--- src/rtl/busfe_pkg.sv ---
package busfe_pkg;

  // Strobes from control to datapath
  typedef struct packed {
    logic capture;   // bus address/data are valid this cycle
    logic issueRd;   // one-cycle read request
    logic issueWr;   // one-cycle write request
    logic driveBus;  // enable the read data onto the bus
  } busCtlT;

endpackage

--- src/rtl/busfe_sync.sv ---
module busfe_sync #(
  parameter int STAGES = 2
) (
  input  logic clk,
  input  logic rstN,
  input  logic idleVal,
  input  logic din,
  output logic dout
);
  logic [STAGES-1:0] chain;

  always_ff @(posedge clk) begin
    if (!rstN) chain <= {STAGES{idleVal}};
    else       chain <= {chain[STAGES-2:0], din};
  end

  assign dout = chain[STAGES-1];
endmodule

--- src/rtl/busfe_ctrl.sv ---
module busfe_ctrl
  import busfe_pkg::*;
#(
  parameter int SYNC_STAGES = 2
) (
  input  logic   clk,
  input  logic   rstN,
  input  logic   modeSel,
  input  logic   lockN,
  input  logic   busStrobe,
  input  logic   busDir,
  output busCtlT ctl
);
  logic strbSync, dirSync;
  logic strbPrev, dirPrev;
  logic winQ, rdReq, wrReq, oeQ;
  logic readWin, wrEdge, active;

  // In either mode the direction pin idles high; the strobe idles low
  // only in the strobe-plus-direction style.
  busfe_sync #(.STAGES(SYNC_STAGES)) u_syncStrb (
    .clk(clk), .rstN(rstN), .idleVal(~modeSel), .din(busStrobe), .dout(strbSync)
  );
  busfe_sync #(.STAGES(SYNC_STAGES)) u_syncDir (
    .clk(clk), .rstN(rstN), .idleVal(1'b1), .din(busDir), .dout(dirSync)
  );

  always_comb begin
    if (modeSel) begin
      readWin = strbSync && dirSync;
      wrEdge  = strbPrev && !strbSync && !dirPrev;
      active  = strbSync;
    end else begin
      readWin = !strbSync;
      wrEdge  = dirSync && !dirPrev;
      active  = !strbSync || !dirSync;
    end
    readWin = readWin && lockN;
  end

  always_ff @(posedge clk) begin
    if (!rstN) begin
      strbPrev <= ~modeSel;
      dirPrev  <= 1'b1;
      winQ     <= 1'b0;
      rdReq    <= 1'b0;
      wrReq    <= 1'b0;
      oeQ      <= 1'b0;
    end else begin
      strbPrev <= strbSync;
      dirPrev  <= dirSync;
      winQ     <= readWin;
      rdReq    <= readWin && !winQ;
      wrReq    <= wrEdge && lockN;
      oeQ      <= (rdReq || oeQ) && readWin;
    end
  end

  always_comb begin
    ctl.capture  = active;
    ctl.issueRd  = rdReq;
    ctl.issueWr  = wrReq;
    ctl.driveBus = oeQ && lockN;
  end
endmodule

--- src/rtl/busfe_dpath.sv ---
module busfe_dpath
  import busfe_pkg::*;
#(
  parameter int ADDR_W = 6,
  parameter int DATA_W = 8
) (
  input  logic              clk,
  input  logic              rstN,
  input  busCtlT            ctl,
  input  logic [ADDR_W-1:0] busAddr,
  input  logic [DATA_W-1:0] busData,
  input  logic [DATA_W-1:0] regRdData,
  output logic [ADDR_W-1:0] regAddr,
  output logic [DATA_W-1:0] regWrData,
  output logic [DATA_W-1:0] dataOut,
  output logic              dataOe,
  output logic              regRd,
  output logic              regWr
);
  logic [ADDR_W-1:0] addrQ;
  logic [DATA_W-1:0] wdataQ;
  logic [DATA_W-1:0] rdataQ;

  always_ff @(posedge clk) begin
    if (!rstN) begin
      addrQ  <= '0;
      wdataQ <= '0;
      rdataQ <= '0;
    end else begin
      if (ctl.capture) begin
        addrQ  <= busAddr;
        wdataQ <= busData;
      end
      if (ctl.issueRd) rdataQ <= regRdData;
    end
  end

  assign regAddr   = addrQ;
  assign regWrData = wdataQ;
  assign regRd     = ctl.issueRd;
  assign regWr     = ctl.issueWr;
  assign dataOe    = ctl.driveBus;
  assign dataOut   = ctl.driveBus ? rdataQ : '0;
endmodule

--- src/rtl/dual_bus_front.sv ---
module dual_bus_front
  import busfe_pkg::*;
#(
  parameter int ADDR_W      = 6,
  parameter int DATA_W      = 8,
  parameter int SYNC_STAGES = 2
) (
  input  logic              clk,
  input  logic              rstN,
  input  logic              modeSel,
  input  logic              lockN,
  input  logic              busStrobe,
  input  logic              busDir,
  input  logic [ADDR_W-1:0] busAddr,
  input  logic [DATA_W-1:0] busData,
  output logic [DATA_W-1:0] dataOut,
  output logic              dataOe,
  output logic              regRd,
  output logic              regWr,
  output logic [ADDR_W-1:0] regAddr,
  output logic [DATA_W-1:0] regWrData,
  input  logic [DATA_W-1:0] regRdData
);
  busCtlT ctl;

  busfe_ctrl #(.SYNC_STAGES(SYNC_STAGES)) u_ctrl (
    .clk(clk), .rstN(rstN), .modeSel(modeSel), .lockN(lockN),
    .busStrobe(busStrobe), .busDir(busDir), .ctl(ctl)
  );

  busfe_dpath #(.ADDR_W(ADDR_W), .DATA_W(DATA_W)) u_dpath (
    .clk(clk), .rstN(rstN), .ctl(ctl), .busAddr(busAddr), .busData(busData),
    .regRdData(regRdData), .regAddr(regAddr), .regWrData(regWrData),
    .dataOut(dataOut), .dataOe(dataOe), .regRd(regRd), .regWr(regWr)
  );
endmodule

--- config.mk ---
export PLATFORM = sky130hd
export DESIGN_NAME = dual_bus_front
export DESIGN_NICKNAME = d
export VERILOG_FILES = /design/src/rtl/busfe_pkg.sv /design/src/rtl/busfe_sync.sv /design/src/rtl/busfe_ctrl.sv /design/src/rtl/busfe_dpath.sv /design/src/rtl/dual_bus_front.sv
export SDC_FILE = /design/constraint.sdc
export NUM_CORES = 1
export LEC_CHECK = 0
export ABC_AREA = 1
export CORE_UTILIZATION = 43
export CTS_CLUSTER_DIAMETER = 150
export DETAILED_ROUTE_END_ITERATION = 8
export PLACE_DENSITY_LB_ADDON = 0.1
export SYNTH_ARGS = -nofsm -noshare
export SYNTH_HDL_FRONTEND = slang
export SYNTH_HIERARCHICAL = 1
export SYNTH_SLANG_ARGS = --single-unit
--- constraint.sdc ---
create_clock -name clk -period 1.6 [get_ports clk]
set_input_delay 0.4 -clock clk [delete_from_list [all_inputs] [get_ports clk]]
set_output_delay 0.4 -clock clk [all_outputs]
set_load 0.02 [all_outputs]
# Word level (Yosys, flattened, before mapping)
# Index checks and enable logic that the tools add are counted.
op_classes:
  n_mux: 6
  bitwise_logic: 1
  reduce_logical: 15
ops:
  columns: ["op", "count"]
  rows:
  - ["logical AND 1 bit", 9]
  - ["2-to-1 mux 8 bit", 1]
  - ["zero test 1 bit", 4]
  - ["2-to-1 mux 1 bit", 4]
  - ["logical OR 1 bit", 2]
  - ["2-to-1 mux 2 bit", 1]
  - ["inverter 1 bit", 1]
totals:
  regBits: 32
  out_inout_bits: 25

# Depth between registers and ports, before layout
depth:
  ltp_word: 5
  ltp_mapped: 9
  ltp_nobuf: 6

# Modules after synthesis
# The synthesis kept the hierarchy.
by_module_without_submodules:
  columns: ["mod", "n_inst", "cells_each", "area_each_um2"]
  rows:
  - ["busfe_dpath", 1, 159, 1013.5]
  - ["busfe_ctrl", 1, 35, 256.5]
  - ["busfe_sync", 2, 8, 65.1]

# Least setup slack after synthesis
# No wires, ideal clock.
synth_path:
  kind: "input port to output port"
  from: "in lockN"
  to: "out dataOut[0]"
  t_arrival_ns: 0.827
  setup_slack_ns: 0.373
  stages: 5
  path_cell_list: "nand2_1 -> inv_1 -> buf_2 -> nand2_1 -> inv_1"
synth_lines:
  columns: ["item", "line", "source"]
  rows:
  - ["start, declared", "dual_bus_front.sv:11", "input logic lockN,"]
  - ["end, declared", "dual_bus_front.sv:16", "output logic [DATA_W-1:0] dataOut,"]

# Worst setup path in the final report
layout_path:
  from: "in lockN"
  to: "out dataOut[0]"
layout_between:
  elab_chain_len: 2
layout_rtl:
  columns: ["item", "line", "source"]
  rows:
  - ["logical AND 1 bit", "busfe_ctrl.sv:63", "ctl.driveBus = oeQ && lockN;"]
  - ["2-to-1 mux 8 bit", "busfe_dpath.sv:43", "assign dataOut = ctl.driveBus ? rdataQ : '0;"]
# Every way passes these cells.

==> results.py <==
metrics = {
    "status": {
        "status": "finished clean",
    },
    "floorplanning": {
        "die_w_um": 59.1,
        "initial_core_util_pct": 45.5,
        "die_h_um": 59.1,
        "ios": 53,
        "num_rows": 20,
        "coreArea_um2": 3080,
        "die_area_um2": 3490,
    },
    "worst_setup_path": {
        "required_ns": 1.20,
        "end_kind": "output port",
        "crit_type": "input pin to output port",
        "crit_path_start_kind": "input pin",
        "critPathMaxFanout": 4,
        "cp.arrival_ns": 1.14,
    },
    "placed_design": {
        "port_buffers": 52,
        "dp_hpwl_um": 1870,
        "gp_congestion": 0.769,
    },
    "synth": {
        "synth_area_leader_cell": "dfxtp_1",
        "syn_inst": 210,
        "synth-seq-area-share_pct": 45.8,
        "yosys_warnings": 6,
        "yosysTopAreaCellShare_pct": 45.8,
        "synth_nets": 238,
        "ys_seq_elements": 32,
        "netlist_area_um2": 1400,
        "yosys-top-cells-area": "dfxtp_1 46%, nand2_1 18%, nor2_1 13%, inv_1 10%, buf_4 3.2%",
        "avgSynthCellArea_um2": 6.67,
        "yosysUniqueCellTypes": 16,
    },
    "timing": {
        "hold_viol_final": 0,
        "period_share_pct": 96.3,
        "rsz0062_at_grt": "no",
        "min_period_ns": 1.54,
        "fin_tns_setup_ns": 0,
        "skew_ns": 0.00385,
        "fmax_mhz": 649,
        "slew_violations": 0,
        "setup_viol": 0,
    },
    "finish": {
        "diodes": 0,
        "drive_above_1_share_pct": 12.2,
        "area_growth_pct": 38.2,
        "most-common-layout-cells": "67 x nand2_1, 47 x nor2_1, 37 x inv_1",
        "final_common_cell": "nand2_1",
        "fin_util_pct": 62.9,
        "fin_nets": 290,
    },
    "clock_network": {
        "clock-sinks": 32,
        "clk_latency_ns": 0.31,
        "root_buffer": "clkbuf_4",
        "cts_hold_buf": 0,
        "htreeDepth": 2,
        "numCtsBuffers": 5,
        "tritoncts": "built",
        "clk_pin_slew_worst_paths_ns": 0.09,
        "ctsLongestPathBuffers": 2,
    },
    "grt": {
        "overflow": 0,
        "antenna_found_initial": 0,
        "grt_pass1_wl_um": 4400,
        "grt_max_degree": 29,
        "grt_usage_pct": 17.1,
        "grt_pass1_vias": 1083,
    },
    "pwr": {
        "intPower_w": 0.00124,
        "p_leak_nw": 1.13,
        "clockPowerShare_pct": 27.7,
        "power_frac_comb_pct": 19.9,
        "switching_power_w": 0.000453,
        "seq_power_share_pct": 52.4,
        "ir_worst_vdd_uv": 632,
        "switching_share_pct": 26.7,
        "pwr_density_cell_nw_per_um2": 874,
    },
    "detailed_routing": {
        "antenna_left": 0,
        "routed_wl_um": 2580,
        "first_iter_violations": 42,
        "drc": 0,
        "vias": 1267,
        "vias_per_cell": 4.13,
        "drtPass1Iterations": 4,
        "wl_per_cell_um": 8.40,
    },
    "worst_hold_path": {
        "min_path_type": "flip-flop to flip-flop",
    },
    "flow_run": {
        "maxCapViolations": 0,
    },
}
[through the flow]
step	setup WS (ns)	total power, W	instances	area, um^2	hold WS [ns]
CTS	0.0452	0.00172	307	1930	0.397
detailed placement	-0.671	0.00127	298	1930	0.383
finish	0.0585	0.00169	307	1940	0.392
global route	0.0176	0.00180	307	1940	0.413
global placement	-0.647	0.00127	298	1930	0.374
floorplan	0.373	0.00111	210	1400	0.368
[repair_timing]
action / 4_1_cts / 5_1_grt
gates resized for setup: 56 / 2
cloned: 1 / 0
pin swaps: 1 / 0
setup endpoints to repair: 25 / 5
setup buffers: 0 / 0
[path summary, 6_finish.rpt]
path | from | end | slack (ns) | cells after the start
worst max-delay path | lockN | dataOut[0] | 0.06 | 6
worst min-delay path | u_ctrl/winQ | u_ctrl/rdReq | 0.39 | 1
worst max register to register | u_ctrl/u_syncStrb/chain[1] | u_dpath/regAddr[1] | 0.48 | 6
worst min register to register | u_ctrl/winQ | u_ctrl/rdReq | 0.39 | 1
[critical path, stage by stage]
cell and delay [ns]:
dlygate4sd2_1 0.27, nand2_4 0.09, clkinvlp_4 0.12, nand2_1 0.08, inv_1 0.03, buf_2 0.14
[sequential cells by signal (all words and copies together) (netlist names)]
register,count
u_dpath/rdataQ,8
u_dpath/regWrData,8
u_dpath/regAddr,6
u_ctrl/u_syncDir/chain,2
u_ctrl/u_syncStrb/chain,2
u_ctrl/dirPrev,1
u_ctrl/oeQ,1
u_ctrl/rdReq,1
u_ctrl/strbPrev,1
u_ctrl/winQ,1
u_ctrl/wrReq,1
[power groups by stage]
| stage | Sequential [W] | Clock (W) | Combinational [W] |
|---|---|---|---|
| 6_report | 0.000887 | 0.000468 | 0.000337 |
| 5_1_grt | 0.000897 | 0.000524 | 0.000380 |
| 4_1_cts | 0.000888 | 0.000487 | 0.000341 |
| 3_5_place_dp | 0.000908 | 0 | 0.000365 |
| 3_3_place_gp | 0.000906 | 0 | 0.000362 |
| 2_1_floorplan | 0.000946 | 0 | 0.000167 |
[kinds of logic after synthesis]
kind of cell / synth area share (%)
AND/OR/NAND/NOR: 33.7
buffers and inverters: 19.2
AO/OA/AOI/OAI: 1.07
other: 0.268
flip-flops: 45.8
[layer usage]
metal	global-route usage (%)	vias up	routed length, um
met5	0	-	0
met4	8.16	0	44
met3	4.59	5	99
met2	30.0	28	1210
met1	19.2	542	1230
li1	-	692	-
[final cells by class]
class,instances,area (um^2)
clock buffer,8,58.8
fill,311,1140
tap,44,55.1
inverter,39,146
multi-input combinational,125,502
sequential,32,642
timing repair inverter,1,7.51
timing repair buffer,58,524
[synth_stat cells (all sizes together)]
library cell and count:
a21oi 1, buf 13, clkbuf 1, conb 1
dfxtp 32, inv 39, nand2 72, nand3 2
nor2 47, o21ai 2
No activity file was read; power rests on OpenSTA's default activity.
